`src/rtl/wkt_pkg.sv`:
```
package wkt_pkg;

    localparam int DATA_W = 32;
    localparam int ADDR_W = 3;
    localparam int PSEL_W = 4;
    localparam int EVT_N  = 4;

    // bit positions shared by the control enables and the status flags
    localparam int B_CHG  = 0;
    localparam int B_TICK = 1;
    localparam int B_WRAP = 3;
    localparam int B_M60  = 4;
    localparam int B_RUN  = 7;
    localparam int B_PSL  = 8;

    localparam logic [DATA_W-1:0] STAT_SYNC = 32'h0000_C000;

    typedef enum logic [ADDR_W-1:0] {
        A_CTRL = 3'd0,
        A_STAT = 3'd1,
        A_CNT  = 3'd2,
        A_MOD  = 3'd3
    } reg_addr_e;

    typedef struct packed {
        logic m60;
        logic wrap;
        logic tick;
        logic chg;
    } evt_t;

    typedef struct packed {
        logic              run;
        logic [PSEL_W-1:0] psel;
        evt_t              ien;
    } ctrl_t;

    function automatic evt_t evt_from_word(input logic [DATA_W-1:0] w);
        evt_t e;
        e.chg  = w[B_CHG];
        e.tick = w[B_TICK];
        e.wrap = w[B_WRAP];
        e.m60  = w[B_M60];
        return e;
    endfunction

    function automatic logic [DATA_W-1:0] evt_to_word(input evt_t e);
        logic [DATA_W-1:0] w;
        w         = '0;
        w[B_CHG]  = e.chg;
        w[B_TICK] = e.tick;
        w[B_WRAP] = e.wrap;
        w[B_M60]  = e.m60;
        return w;
    endfunction

    function automatic logic [DATA_W-1:0] ctrl_to_word(input ctrl_t c);
        logic [DATA_W-1:0] w;
        w                     = evt_to_word(c.ien);
        w[B_RUN]              = c.run;
        w[B_PSL +: PSEL_W]    = c.psel;
        return w;
    endfunction

endpackage

```
`src/rtl/wkt_prescaler.sv`:
```
module wkt_prescaler
    import wkt_pkg::*;
#(
    parameter int SEL_W = PSEL_W
) (
    input  logic             clk,
    input  logic             rst,
    input  logic             run,
    input  logic [SEL_W-1:0] psel,
    input  logic             phase_clr,
    output logic             tick
);
    localparam int PH_W = (1 << SEL_W) - 1;

    logic [PH_W-1:0] ph_q;
    logic [PH_W:0]   span;
    logic [PH_W-1:0] lim;

    // divisor 2^psel, terminal phase value is divisor minus one
    assign span = (PH_W+1)'(1) << psel;
    assign lim  = PH_W'(span - (PH_W+1)'(1));
    assign tick = run && (ph_q == lim);

    always_ff @(posedge clk) begin
        if (rst || phase_clr) begin
            ph_q <= '0;
        end else if (run) begin
            if (tick) ph_q <= '0;
            else      ph_q <= ph_q + PH_W'(1);
        end
    end

    AST_PHASE_RESTART: assert property (@(posedge clk) disable iff (rst)
        phase_clr |=> (ph_q == '0));
    AST_PHASE_HOLD: assert property (@(posedge clk) disable iff (rst)
        (!run && !phase_clr) |=> $stable(ph_q));
    AST_PHASE_BOUND: assert property (@(posedge clk) disable iff (rst)
        ph_q <= lim);

endmodule

```
`src/rtl/wkt_counter.sv`:
```
module wkt_counter
    import wkt_pkg::*;
#(
    parameter int CNT_W = 32,
    parameter int MOD_N = 60
) (
    input  logic                     clk,
    input  logic                     rst,
    input  logic                     tick,
    output logic [CNT_W-1:0]         cnt,
    output logic [$clog2(MOD_N)-1:0] mcnt,
    output evt_t                     evt
);
    localparam int MW = $clog2(MOD_N);
    localparam logic [MW-1:0] M_TOP = MW'(MOD_N - 1);

    logic [CNT_W-1:0] cnt_prev;

    always_ff @(posedge clk) begin
        if (rst) begin
            cnt      <= '0;
            cnt_prev <= '0;
            mcnt     <= '0;
        end else begin
            cnt_prev <= cnt;
            if (tick) begin
                cnt  <= cnt + CNT_W'(1);
                mcnt <= (mcnt == M_TOP) ? '0 : mcnt + MW'(1);
            end
        end
    end

    always_comb begin
        evt.tick = tick;
        evt.chg  = (cnt != cnt_prev);
        evt.wrap = tick && (&cnt);
        evt.m60  = tick && (mcnt == M_TOP);
    end

    AST_COUNT_STEP: assert property (@(posedge clk) disable iff (rst)
        tick |=> (cnt == $past(cnt) + CNT_W'(1)));
    AST_COUNT_HOLD: assert property (@(posedge clk) disable iff (rst)
        !tick |=> ($stable(cnt) && $stable(mcnt)));
    AST_MOD_RANGE: assert property (@(posedge clk) disable iff (rst)
        mcnt <= M_TOP);
    AST_CHANGE_SEEN: assert property (@(posedge clk) disable iff (rst)
        tick |=> evt.chg);

endmodule

```
`src/rtl/wkt_flags.sv`:
```
module wkt_flags
    import wkt_pkg::*;
(
    input  logic clk,
    input  logic rst,
    input  evt_t evt,
    input  evt_t clr,
    input  evt_t ien,
    output evt_t flg,
    output logic irq
);
    logic [EVT_N-1:0] ev_v;
    logic [EVT_N-1:0] cl_v;
    logic [EVT_N-1:0] en_v;
    logic [EVT_N-1:0] fl_v;

    assign ev_v = evt;
    assign cl_v = clr;
    assign en_v = ien;
    assign flg  = fl_v;

    for (genvar i = 0; i < EVT_N; i++) begin : g_flag
        always_ff @(posedge clk) begin
            if (rst) fl_v[i] <= 1'b0;
            else     fl_v[i] <= (fl_v[i] && !cl_v[i]) || ev_v[i];
        end
    end

    always_ff @(posedge clk) begin
        if (rst) irq <= 1'b0;
        else     irq <= |(fl_v & en_v);
    end

    AST_EVENT_WINS: assert property (@(posedge clk) disable iff (rst)
        (|ev_v) |=> ((fl_v & $past(ev_v)) == $past(ev_v)));
    AST_STICKY: assert property (@(posedge clk) disable iff (rst)
        (|(fl_v & ~cl_v)) |=> ((fl_v & $past(fl_v & ~cl_v)) == $past(fl_v & ~cl_v)));
    AST_CLEARED: assert property (@(posedge clk) disable iff (rst)
        (|(cl_v & ~ev_v)) |=> ((fl_v & $past(cl_v & ~ev_v)) == '0));
    AST_IRQ_RISE: assert property (@(posedge clk) disable iff (rst)
        (|(fl_v & en_v)) |=> irq);
    AST_IRQ_FALL: assert property (@(posedge clk) disable iff (rst)
        !(|(fl_v & en_v)) |=> !irq);

endmodule

```
`src/rtl/wkt_regs.sv`:
```
module wkt_regs
    import wkt_pkg::*;
#(
    parameter int CNT_W = 32,
    parameter int MW    = 6
) (
    input  logic              clk,
    input  logic              rst,
    input  logic              wr,
    input  logic [ADDR_W-1:0] addr,
    input  logic [DATA_W-1:0] wdata,
    input  evt_t              flg,
    input  logic [CNT_W-1:0]  cnt,
    input  logic [MW-1:0]     mcnt,
    output ctrl_t             ctrl,
    output evt_t              clr,
    output logic              phase_clr,
    output logic [DATA_W-1:0] rdata
);
    logic               wr_ctrl;
    logic               wr_stat;
    logic [PSEL_W-1:0]  new_psel;

    assign wr_ctrl  = wr && (addr == A_CTRL);
    assign wr_stat  = wr && (addr == A_STAT);
    assign new_psel = wdata[B_PSL +: PSEL_W];

    assign phase_clr = wr_ctrl && (new_psel != ctrl.psel);
    assign clr       = wr_stat ? evt_from_word(wdata) : evt_t'('0);

    always_ff @(posedge clk) begin
        if (rst) begin
            ctrl <= '0;
        end else if (wr_ctrl) begin
            ctrl.run  <= wdata[B_RUN];
            ctrl.psel <= new_psel;
            ctrl.ien  <= evt_from_word(wdata);
        end
    end

    always_comb begin
        unique case (addr)
            A_CTRL:  rdata = ctrl_to_word(ctrl);
            A_STAT:  rdata = STAT_SYNC | evt_to_word(flg);
            A_CNT:   rdata = DATA_W'(cnt);
            A_MOD:   rdata = DATA_W'(mcnt);
            default: rdata = '0;
        endcase
    end

    AST_CTRL_LOAD: assert property (@(posedge clk) disable iff (rst)
        wr_ctrl |=> (ctrl.run == $past(wdata[B_RUN]) && ctrl.psel == $past(new_psel)));
    AST_CTRL_KEEP: assert property (@(posedge clk) disable iff (rst)
        !wr_ctrl |=> $stable(ctrl));

endmodule

```
`src/rtl/wkt_timer.sv`:
```
module wkt_timer
    import wkt_pkg::*;
#(
    parameter int CNT_W = 32,
    parameter int MOD_N = 60
) (
    input  logic              clk,
    input  logic              rst,
    input  logic              reg_wr,
    input  logic [2:0]        reg_addr,
    input  logic [31:0]       reg_wdata,
    output logic [31:0]       reg_rdata,
    output logic              irq
);
    localparam int MW = $clog2(MOD_N);

    ctrl_t            ctrl;
    evt_t             clr;
    evt_t             evt;
    evt_t             flg;
    logic             phase_clr;
    logic             tick;
    logic [CNT_W-1:0] cnt;
    logic [MW-1:0]    mcnt;

    wkt_regs #(.CNT_W(CNT_W), .MW(MW)) u_regs (
        .clk       (clk),
        .rst       (rst),
        .wr        (reg_wr),
        .addr      (reg_addr),
        .wdata     (reg_wdata),
        .flg       (flg),
        .cnt       (cnt),
        .mcnt      (mcnt),
        .ctrl      (ctrl),
        .clr       (clr),
        .phase_clr (phase_clr),
        .rdata     (reg_rdata)
    );

    wkt_prescaler #(.SEL_W(PSEL_W)) u_pre (
        .clk       (clk),
        .rst       (rst),
        .run       (ctrl.run),
        .psel      (ctrl.psel),
        .phase_clr (phase_clr),
        .tick      (tick)
    );

    wkt_counter #(.CNT_W(CNT_W), .MOD_N(MOD_N)) u_cnt (
        .clk  (clk),
        .rst  (rst),
        .tick (tick),
        .cnt  (cnt),
        .mcnt (mcnt),
        .evt  (evt)
    );

    wkt_flags u_flg (
        .clk (clk),
        .rst (rst),
        .evt (evt),
        .clr (clr),
        .ien (ctrl.ien),
        .flg (flg),
        .irq (irq)
    );

endmodule

```
`config.mk`:
```
export PLATFORM = sky130hd
export DESIGN_NAME = wkt_timer
export DESIGN_NICKNAME = d
export VERILOG_FILES = /design/src/rtl/wkt_pkg.sv /design/src/rtl/wkt_prescaler.sv /design/src/rtl/wkt_counter.sv /design/src/rtl/wkt_flags.sv /design/src/rtl/wkt_regs.sv /design/src/rtl/wkt_timer.sv
export SDC_FILE = /design/constraint.sdc
export NUM_CORES = 1
export LEC_CHECK = 0
export BUFFER_PORTS_ARGS = -buffer_cell sky130_fd_sc_hd__buf_2
export CORE_MARGIN = 4
export CORE_UTILIZATION = 55
export DETAILED_ROUTE_END_ITERATION = 8
export GPL_ROUTABILITY_DRIVEN = 0
export HOLD_SLACK_MARGIN = 0.03
export PLACE_DENSITY = 0.76
export SLEW_MARGIN = 20
export SYNTH_ARGS = -nofsm -noshare
export SYNTH_HDL_FRONTEND = slang
export SYNTH_SLANG_ARGS = --single-unit
```
`constraint.sdc`:
```
create_clock -name clk -period 5.7 [get_ports clk]
set_input_delay 1.71 -clock clk [delete_from_list [all_inputs] [get_ports clk]]
set_output_delay 1.71 -clock clk [all_outputs]
set_load 0.01 [all_outputs]
```
==> results.json <==
{
  "syn_nets": 694,
  "syn_avg_cell_area_um2": 8.388,
  "grt_pass1_vias": 4459,
  "synth-xor-area-share_pct": 8.968,
  "antenna_left": 0,
  "powerDensity_mw_per_mm2": 203.7,
  "placed_cell_area_mm2": 0.005657,
  "tightest_slew_ps": 1096,
  "synthAdderAreaFrac_pct": 0.9151,
  "cts_hold_buf": 0,
  "die_w_um": 107.7,
  "ctsResizeCount": 0,
  "outcome": "finished, final reports clean",
  "p_sw_mw": 0.3078,
  "grt_max_degree": 73,
  "drcViolationCount": 0,
  "area_growth_pct": 6.589,
  "yosysWarnings": 0,
  "start_kind": "input port",
  "num_vias": 4838,
  "cap_violations": 0,
  "synth-compound-area-share_pct": 13.57,
  "die_y_um": 107.7,
  "max_slew_margin_pct": 26.93,
  "crit_start": "reg_addr[1]",
  "synth_top_area_share_pct": 36.24,
  "finalCritPeriodShare_pct": 79.46,
  "clk_latency_ps": 390,
  "skew_ps": 20.43,
  "period_needed_ps": 4529,
  "initial_utilization_pct": 56.21,
  "layout.nets": 709,
  "drtIter0Drc": 334,
  "grt_pass1_wl_um": 21920,
  "fin_ws_ps": 1171,
  "dpl.hpwl_um": 8906,
  "clock-sinks": 99,
  "wl_per_cell_um": 16.33,
  "tns_ps": 0,
  "setup_violations": 0,
  "io_buffers": 47,
  "cts_buffers": 9,
  "synth_edf_count": 0,
  "synth-seq-cells": 99,
  "cts_tree": "done",
  "yosys_most_used_dff": "dfxtp_1",
  "overflow": 0,
  "synthCells": 652,
  "fin_util_pct": 59.92,
  "synthSimpleGateAreaFrac_pct": 31.16,
  "via_per_inst": 6.017,
  "p_seq_share_pct": 58.6,
  "dr.pass1.iters": 5,
  "path_max_fanout": 18,
  "synth_top_family_by_area": "simple AND/OR/NAND/NOR gates",
  "p_int_mw": 0.8798,
  "r2r_start": "u_regs.ctrl[5]",
  "fmax_ghz": 0.2208,
  "preCtsSetupSlack_ps": 1128,
  "cp_data_arrival_time_ps": 2820,
  "p_clk_share_pct": 35.4,
  "path_class": "input port to output port",
  "design_area_mm2": 0.005829,
  "gr-usage-all-layers_pct": 23.49,
  "swShare_pct": 25.92,
  "pwr-share-comb_pct": 6.0,
  "crit_path_end_kind": "output port",
  "finalPower_mw": 1.188,
  "finalMaxSlewViolations": 0,
  "diodes": 0,
  "routed_wl_um": 13130,
  "synthArstFlopShare_pct": 0,
  "cts_setup_buffers": 0,
  "grt_setup_unrepaired": "false",
  "finalHoldViolCount": 0,
  "drive_above_1_share_pct": 12.52,
  "clock-root-buffer": "clkbuf_8",
  "cts_max_path_buffers": 2,
  "die_area_mm2": 0.01160,
  "worstHoldPathType": "flip-flop to flip-flop",
  "yosys.area.top_type": "dfxtp_1",
  "rows": 36,
  "yosys-top-cells-area": "dfxtp_1, xor2_1, a21oi_1",
  "holdCritStartpoint": "u_flg.flg[3]",
  "peakVddDrop_v": 0.0001376,
  "ys_types": 63,
  "synth.cell_area_mm2": 0.005469,
  "core-area_mm2": 0.009729,
  "path_clk_slew_ps": 100,
  "seq_area_frac_synth_pct": 36.24,
  "ios": 71,
  "synthMuxAreaShare_pct": 3.500,
  "p_leak_nw": 2.228,
  "antenna_found_initial": 0,
  "htree_levels": 3,
  "cp.required_ps": 3990
}
==> stage by stage <==
stage                     hold slack [ps]  instances
after floorplan                     442.2        652
after global placement              460.5        789
after detailed placement            469.6        789
after CTS                           485.7        804
after global routing                508.1        804
final                               488.0        804
==> routing by layer <==
| metal | share of wire (%) | up-vias | GRT usage, % |
|---|---|---|---|
| li1 | - | 2361 | - |
| met1 | 45 | 2299 | 31.26 |
| met2 | 47 | 156 | 37.66 |
| met3 | 6.3 | 22 | 5.579 |
| met4 | 1.5 | 0 | 7.394 |
| met5 | 0 | - | 0 |
==> power by group through the flow <==
stage | sequential (mW) | combinational [mW] | clock, mW
final | 0.696 | 0.0711 | 0.420
after global routing | 0.697 | 0.0790 | 0.459
after CTS | 0.696 | 0.0701 | 0.428
after detailed placement | 0.712 | 0.0698 | 0
after global placement | 0.712 | 0.0676 | 0
after floorplan | 0.711 | 0.0540 | 0
==> cells in the final DEF (no fill, tap or decap), types with 10 or more instances in the layout <==
cell type,instances
a21oi_1,53
and2_1,26
and3_1,10
buf_2,47
dfxtp_1,99
nand2_1,48
nand3_1,20
nand4_1,22
nor2_1,40
nor2b_1,41
nor4_1,10
o21ai_0,21
o31ai_1,16
or3_1,20
or4_1,18
xnor2_1,20
xor2_1,36
==> worst paths after layout <==
kind                   endpoint  slack [ps]  cells past startpoint
setup / recovery  reg_rdata[31]        1170                      6
hold / removal     u_flg.flg[3]         490                      2
setup reg to reg   u_cnt.cnt[6]        1400                     10
hold reg to reg    u_flg.flg[3]         490                      2
==> cell families after synthesis <==
kind of cell,Yosys count
mux,14
simple gates,298
flops,99
fa+ha+maj,4
xor+xnor,56
buf+inv,60
compound gates,121
==> cell type report <==
| type | count | area [µm²] |
|---|---|---|
| Multi-Input combinational cell | 493 | 3183 |
| Tap cell | 133 | 166.4 |
| Timing Repair Buffer | 55 | 295.3 |
| Clock inverter | 6 | 45.04 |
| Sequential cell | 99 | 1982 |
| Fill cell | 911 | 3900 |
| Clock buffer | 9 | 123.9 |
| Inverter | 9 | 33.78 |
==> worst max-delay path: stages <==
cell      delay [ps]
buf_2            280
nand2b_1         170
nor2_1           120
buf_4            210
and2_1           180
buf_2            140
==> sequential cells by signal, summed over array words and instances, names as in the netlist <==
| name | flops |
|---|---|
| u_flg.irq | 1 |
| u_flg.flg | 4 |
| u_cnt.cnt_prev | 32 |
| u_cnt.mcnt | 6 |
| u_cnt.cnt | 32 |
| u_regs.ctrl | 9 |
| u_pre.ph_q | 15 |
==> synth_stat cells (4+ instances only) <==
| cell type | count |
|---|---|
| a211oi_1 | 4 |
| a21oi_1 | 53 |
| and2_1 | 26 |
| and3_1 | 10 |
| and4_1 | 5 |
| buf_2 | 4 |
| buf_6 | 9 |
| clkbuf_1 | 34 |
| dfxtp_1 | 99 |
| ha_1 | 4 |
| inv_1 | 9 |
| mux2i_1 | 9 |
| mux4_2 | 4 |
| nand2_1 | 48 |
| nand2b_1 | 6 |
| nand3_1 | 20 |
| nand4_1 | 22 |
| nor2_1 | 40 |
| nor2b_1 | 41 |
| nor3_1 | 8 |
| nor4_1 | 10 |
| nor4b_1 | 5 |
| o21ai_0 | 21 |
| o31ai_1 | 16 |
| or3_1 | 21 |
| or4_1 | 18 |
| xnor2_1 | 20 |
| xor2_1 | 36 |
(Power assumes the default switching activity.)
